**src/rtl/scan_tap.sv**
```systemverilog
module scan_tap #(
  parameter int          BSR_W    = 8,
  parameter logic [31:0] ID_VALUE = 32'h1A5C_0F3B
) (
  input  logic             tck,
  input  logic             trst_n,
  input  logic             tms,
  input  logic             tdi,
  input  logic [BSR_W-1:0] pin_snap,
  output logic             tdo,
  output logic             tdo_en,
  output logic             out_hiz
);
  localparam logic [3:0] S_TLR = 4'd0, S_RTI = 4'd1, S_SDR = 4'd2, S_CDR = 4'd3,
                         S_SHDR = 4'd4, S_E1DR = 4'd5, S_PDR = 4'd6, S_E2DR = 4'd7,
                         S_UDR = 4'd8, S_SIR = 4'd9, S_CIR = 4'd10, S_SHIR = 4'd11,
                         S_E1IR = 4'd12, S_PIR = 4'd13, S_E2IR = 4'd14, S_UIR = 4'd15;
  localparam logic [2:0] I_EXT = 3'b000, I_ID = 3'b001, I_SZ = 3'b010, I_SMP = 3'b100;

  logic [3:0]       state, nxt;
  logic [2:0]       ir, ir_sh;
  logic [31:0]      id_sh;
  logic [BSR_W-1:0] bsr_sh;
  logic             byp, tdo_q, en_q;

  wire sel_id  = (ir == I_ID);
  wire sel_bsr = (ir == I_EXT) || (ir == I_SZ) || (ir == I_SMP);
  wire dr_out  = sel_id ? id_sh[0] : (sel_bsr ? bsr_sh[0] : byp);

  always_comb begin
    unique case (state)
      S_TLR:  nxt = tms ? S_TLR  : S_RTI;
      S_RTI:  nxt = tms ? S_SDR  : S_RTI;
      S_SDR:  nxt = tms ? S_SIR  : S_CDR;
      S_CDR:  nxt = tms ? S_E1DR : S_SHDR;
      S_SHDR: nxt = tms ? S_E1DR : S_SHDR;
      S_E1DR: nxt = tms ? S_UDR  : S_PDR;
      S_PDR:  nxt = tms ? S_E2DR : S_PDR;
      S_E2DR: nxt = tms ? S_UDR  : S_SHDR;
      S_UDR:  nxt = tms ? S_SDR  : S_RTI;
      S_SIR:  nxt = tms ? S_TLR  : S_CIR;
      S_CIR:  nxt = tms ? S_E1IR : S_SHIR;
      S_SHIR: nxt = tms ? S_E1IR : S_SHIR;
      S_E1IR: nxt = tms ? S_UIR  : S_PIR;
      S_PIR:  nxt = tms ? S_E2IR : S_PIR;
      S_E2IR: nxt = tms ? S_UIR  : S_SHIR;
      default: nxt = tms ? S_SDR : S_RTI;
    endcase
  end

  always_ff @(posedge tck or negedge trst_n) begin
    if (!trst_n) begin
      state  <= S_TLR;
      ir     <= I_ID;
      ir_sh  <= 3'b001;
      id_sh  <= '0;
      bsr_sh <= '0;
      byp    <= 1'b0;
    end else begin
      state <= nxt;
      if (nxt == S_TLR)       ir <= I_ID;
      else if (state == S_UIR) ir <= ir_sh;
      if (state == S_CIR)       ir_sh <= 3'b001;
      else if (state == S_SHIR) ir_sh <= {tdi, ir_sh[2:1]};
      if (state == S_CDR) begin
        if (sel_id)       id_sh  <= ID_VALUE;
        else if (sel_bsr) bsr_sh <= pin_snap;
        else              byp    <= 1'b0;
      end else if (state == S_SHDR) begin
        if (sel_id)       id_sh  <= {tdi, id_sh[31:1]};
        else if (sel_bsr) bsr_sh <= {tdi, bsr_sh[BSR_W-1:1]};
        else              byp    <= tdi;
      end
    end
  end

  always_ff @(negedge tck or negedge trst_n) begin
    if (!trst_n) begin
      tdo_q <= 1'b0;
      en_q  <= 1'b0;
    end else begin
      tdo_q <= (state == S_SHIR) ? ir_sh[0] : dr_out;
      en_q  <= (state == S_SHIR) || (state == S_SHDR);
    end
  end

  assign tdo     = tdo_q;
  assign tdo_en  = en_q;
  assign out_hiz = (ir == I_EXT) || (ir == I_SZ);
endmodule

```
**config.mk**
```make
export PLATFORM = sky130hd
export DESIGN_NAME = scan_tap
export DESIGN_NICKNAME = d
export VERILOG_FILES = /design/src/rtl/scan_tap.sv
export SDC_FILE = /design/constraint.sdc
export NUM_CORES = 1
export LEC_CHECK = 0
export ABC_AREA = 0
export CAP_MARGIN = 20
export CORE_MARGIN = 10
export CORE_UTILIZATION = 35
export CTS_BUF_LIST = sky130_fd_sc_hd__clkbuf_4 sky130_fd_sc_hd__clkbuf_8
export CTS_CLUSTER_SIZE = 40
export DETAILED_ROUTE_END_ITERATION = 7
export PLACE_DENSITY = 0.54
export SLEW_MARGIN = 20
export SYNTH_ARGS = -nofsm -noshare
export SYNTH_HDL_FRONTEND = slang
export SYNTH_SLANG_ARGS = --single-unit
export TNS_END_PERCENT = 5
```
**constraint.sdc**
```tcl
create_clock -name tck -period 3.7 [get_ports tck]
set_input_delay 0.74 -clock tck [delete_from_list [all_inputs] [get_ports tck]]
set_output_delay 0.74 -clock tck [all_outputs]
set_load 0.05 [all_outputs]
```
# [Yosys cells after proc, flatten, opt, wreduce, memory -nomap -nowiden]
# Index checks and enable logic that the tools add are counted.
[classes] n_addsub=0 mul=0 div_mod_pow=0 magnitude_cmp=0 eq_ne=24 shift=0 mux=36 bitwise=0 n_reduce_logical=14
[op_table] operator="32-bit two-way mux" count=4
[op_table] operator="8-bit two-way mux" count=6
[op_table] operator="4-bit case mux with 11 select lines" count=1
[op_table] operator="4-bit == test, second input constant" count=7
[op_table] operator="3-bit two-way mux" count=6
[op_table] operator="4-bit by 3-bit == test with 1-bit output, second input constant" count=4
[op_table] operator="4-bit two-way mux" count=4
[op_table] operator="2-bit inequality test, second input constant" count=8
[op_table] operator="1-bit two-way mux" count=12
[op_table] operator="5-bit AND reduction" count=2
[op_table] operator="4-bit by 2-bit == test with 1-bit output, second input constant" count=2
[op_table] operator="4-bit zero test" count=2
[op_table] operator="2-bit two-way mux" count=3
[op_table] operator="2-bit nonzero test" count=3
[op_table] operator="2-bit OR reduction" count=2
[op_table] operator="3-bit by 1-bit == test with 1-bit output, second input constant" count=1
[op_table] operator="3-bit by 2-bit == test with 1-bit output, second input constant" count=1
[op_table] operator="3-bit == test, second input constant" count=1
[op_table] operator="3-bit zero test" count=1
[op_table] operator="1-bit logical OR" count=3
[op_table] operator="3-bit AND reduction" count=1
[word_totals] register_bits=53 latch_bits=0 ram_bits=0 mem_bits_ro=0 inputBits=12 output_inout_bits=3 elab_cells=82 memories=0

# [Longest topological paths before layout]
[depth] depth_word=7 depth_mapped=7 mapped_depth_nobuf=4

==> implementation parameters <==
Parameter                              Value

Timing
  Setup tns final ... 0 ns
  Final slew viol count ... 0
  Post-Route Skew ... 0.009732 ns
  Slew HR ... 0.5453
  Transition time at the pin with the least slew margin ... 0.6794 ns
  Setup repair after global routing missed its margin ... false
  Hold Violations, Final ... 0
  Setup-failing EPs final ... 0
  Worst Hold Margin ... around 0.27 ns

Logic synthesis
  Mapped cell area ... 0.002439 sq mm
  Post-Syn Area per Cell ... 9.452 sq um
  Number of warnings issued by yosys ... 0
  Post-synthesis sequential area ratio ... 0.5449
  Flop and latch count out of synthesis ... 53
  Synth Flop Type ... sky130_fd_sc_hd__dfrtp_1
  Count of unique library cells instantiated by Yosys ... 35
  Number of synthesized flops with an enable pin ... 0
  Gate Count Post-Synth ... 258
  Syn Nets ... 270
  Cell types with the largest area share after synthesis ... sky130_fd_sc_hd__dfrtp_1, sky130_fd_sc_hd__nand2_1, sky130_fd_sc_hd__o21ai_0, sky130_fd_sc_hd__mux2i_1, sky130_fd_sc_hd__nor2_1
  Largest area contributor in the synthesized netlist ... sky130_fd_sc_hd__dfrtp_1
  Post-synth top area share ... 0.5028
  Fraction of registers with async set/reset ... 1.000

Placed design
  Port Buffer Count ... 14
  Routability congestion estimate from global placement ... 0.7613
  Post-DP HPWL ... between 3000 and 4000 um
  Dpl cells ... 356

Floorplan
  Floorplan die height ... roughly 100 um
  Std-Cell Rows ... 30
  Die span in x ... 103.5 um
  Ports ... 15
  Initial core utilization ... 0.3589
  Die ar. ... 0.01071 sq mm
  Area of the core ... 0.006794 sq mm

Power
  Sequential power share ... 0.433
  Psw ... 0.0009380 W
  Int Pwr ... 0.001389 W
  Power density normalized to cell area ... approximately 850 mW/mm^2
  VDD IR-drop max ... 0.0004346 V
  Reported leakage power ... 1.187 nW
  Combinational cell fraction of total power ... 0.417
  Switching portion of total power ... 0.4031
  Relative contribution of the clock network to total power ... 0.150

Global route
  Overall global routing resource usage ... 0.09480
  Initial antenna violation count ... 0
  Via count of the first global-routing pass ... 1752
  Global-route wire length before repair ... 8073 um
  Remaining global-route overflow ... 0
  Pin count of the biggest net entering global routing ... 47

Detailed routing
  Final Routed Wirelength ... 4536 um
  Count of vias placed by the detailed router ... 1694
  Residual DRC ... 0
  1st-iter DRT viols ... 84
  Number of vias per cell ... 4.654
  Average wire per standard cell ... about 12 um
  Drt first pass iters ... 4
  Number of antenna-violating nets in the routed design ... 0

Clock network
  Clock transition at path regs ... ~0.090 ns
  Total of hold buffers inserted after clock tree synthesis ... 0
  Gates resized, CTS repair ... 0
  TritonCTS Buffers ... 5
  CTS sink cnt ... 53
  Number of buffers inserted by post-CTS setup repair ... 0
  Insertion delay of the later-clocked pin in the worst-skew pair ... 0.31 ns
  TritonCTS clock tree ... built
  Clk buf depth ... 2
  Clock root buffer ... sky130_fd_sc_hd__clkbuf_8
  Maximum level of the CTS H-tree ... 2

Setup path
  Critical-path top delay cell ... sky130_fd_sc_hd__dfrtn_1
  Startpoint type of the worst setup path ... flip-flop
  Required time at the endpoint of the critical path ... around 3 ns
  Dominant delay contributor by cell family on the critical path ... flip-flops
  Cell-by-cell listing of the critical path ... buf_12
  Setup crit end kind ... output port
  Delay contributed by the slowest stage of the critical path ... approximately 0.44 ns
  Arrival time worst endpoint ... 2.74 ns
  Kind of critical path ... reg2out
  Peak fanout along the critical path ... 1
  Buf+Inv Stages, Crit Path ... 1

Status
  Run status ... complete, no violations

Finish
  Net count of the finished layout ... 279
  Layout overhead on the synthesized area ... 12.06%
  Share of layout cells above drive strength 1 ... 0.09328
  Antenna diode instance count ... 0
  Final standard cell count with taps included and fillers excluded ... 364

Flow run
  Max-cap violations ... 0

Min path
  Worst min-delay path class ... in2async
sequential cells by signal, summed over array words and instances, names as in the netlist:
name,count
id_sh,32
bsr_sh,8
state,4
ir,3
ir_sh,3
byp,1
tdo,1
tdo_en,1
worst paths after layout:
kind / start / endpoint / slack, ns / cells after the start
setup reg to reg: ir[2] / tdo / 0.52 / 4
setup / recovery: tdo / tdo / 0.22 / 1
max in group asynchronous: trst_n / tdo_en / 1.47 / 1
min in group tck: id_sh[22] / id_sh[22] / 0.49 / 2
hold reg to reg: id_sh[22] / id_sh[22] / 0.49 / 2
hold / removal: trst_n / state[2] / 0.27 / 1
Yosys cell counts (2+ instances only):
master and number:
sky130_fd_sc_hd__buf_4 4, sky130_fd_sc_hd__nor3b_1 2, sky130_fd_sc_hd__nor3_1 4, sky130_fd_sc_hd__nand2b_1 5, sky130_fd_sc_hd__o22ai_1 2, sky130_fd_sc_hd__buf_6 5
sky130_fd_sc_hd__dfstp_2 2, sky130_fd_sc_hd__a21oi_1 7, sky130_fd_sc_hd__nand2_1 63, sky130_fd_sc_hd__xor2_1 2, sky130_fd_sc_hd__o21ai_1 9, sky130_fd_sc_hd__dfrtp_1 49
sky130_fd_sc_hd__dfrtn_1 2, sky130_fd_sc_hd__inv_1 3, sky130_fd_sc_hd__mux2i_1 11, sky130_fd_sc_hd__nor2_1 24, sky130_fd_sc_hd__mux2_2 2, sky130_fd_sc_hd__nor2b_1 2
sky130_fd_sc_hd__nand3_1 2, sky130_fd_sc_hd__a211oi_1 3, sky130_fd_sc_hd__o21ai_0 34, sky130_fd_sc_hd__buf_2 3, sky130_fd_sc_hd__clkbuf_1 6
power groups by stage:
stage               clock (W)  combinational [W]  sequential (W)
CTS                  0.000364           0.000988         0.00101
global placement            0           0.000973         0.00101
finish               0.000348           0.000971         0.00101
global route         0.000384            0.00112         0.00105
floorplan                   0           0.000807         0.00100
detailed placement          0           0.000985         0.00102
cell type report:
| type | instances | area, sq um |
|---|---|---|
| multi-input combinational | 184 | 974.7 |
| clock buffer | 7 | 90.09 |
| clock inverter | 1 | 7.507 |
| timing repair buffer | 20 | 200.2 |
| tap | 96 | 120.1 |
| fill | 705 | 4061 |
| inverter | 3 | 11.26 |
| sequential | 53 | 1329 |
kinds of logic (layout without fill, tap and decap cells):
group | Yosys count | count (layout) | synth area share
DFF | 53 | 53 | 0.5449
muxes | 13 | 13 | 0.05439
AOI/OAI and AO/OA | 62 | 62 | 0.1452
and+or+nand+nor | 107 | 107 | 0.1929
xor gates and xnor gates | 2 | 2 | 0.007184
buffers and inverters | 21 | 31 | 0.05541
cells in the final DEF (no fill, tap or decap), drive strengths merged, types with 3 or more instances in the layout:
cell            n
nand2          63
dfrtp          49
o21ai          45
nor2           24
mux2i          11
clkdlybuf4s50  11
buf             9
a21oi           7
clkbuf          7
nand2b          5
nor3            4
a211oi          3
inv             3
layer usage:
layer,vias to the layer above,wire length [um],track usage
li1,877,-,-
met1,797,2182,0.1143
met2,13,2146,0.1550
met3,7,138,0.02857
met4,0,68,0.03743
met5,-,0,0
per-stage QoR:
step	instance area [sq um]	power, W	utilization	worst slack, ns
2_1_floorplan	2439	0.001808	-	0.3163
3_3_place_gp	2635	0.001986	0.3878	0.5475
3_5_place_dp	2635	0.002007	0.3878	0.5426
4_1_cts	2733	0.002362	0.4022	0.2092
5_1_grt	2733	0.002554	0.4022	0.1966
6_report	2733	0.002327	0.4022	0.2236
Power figures use the tool's default switching activity.
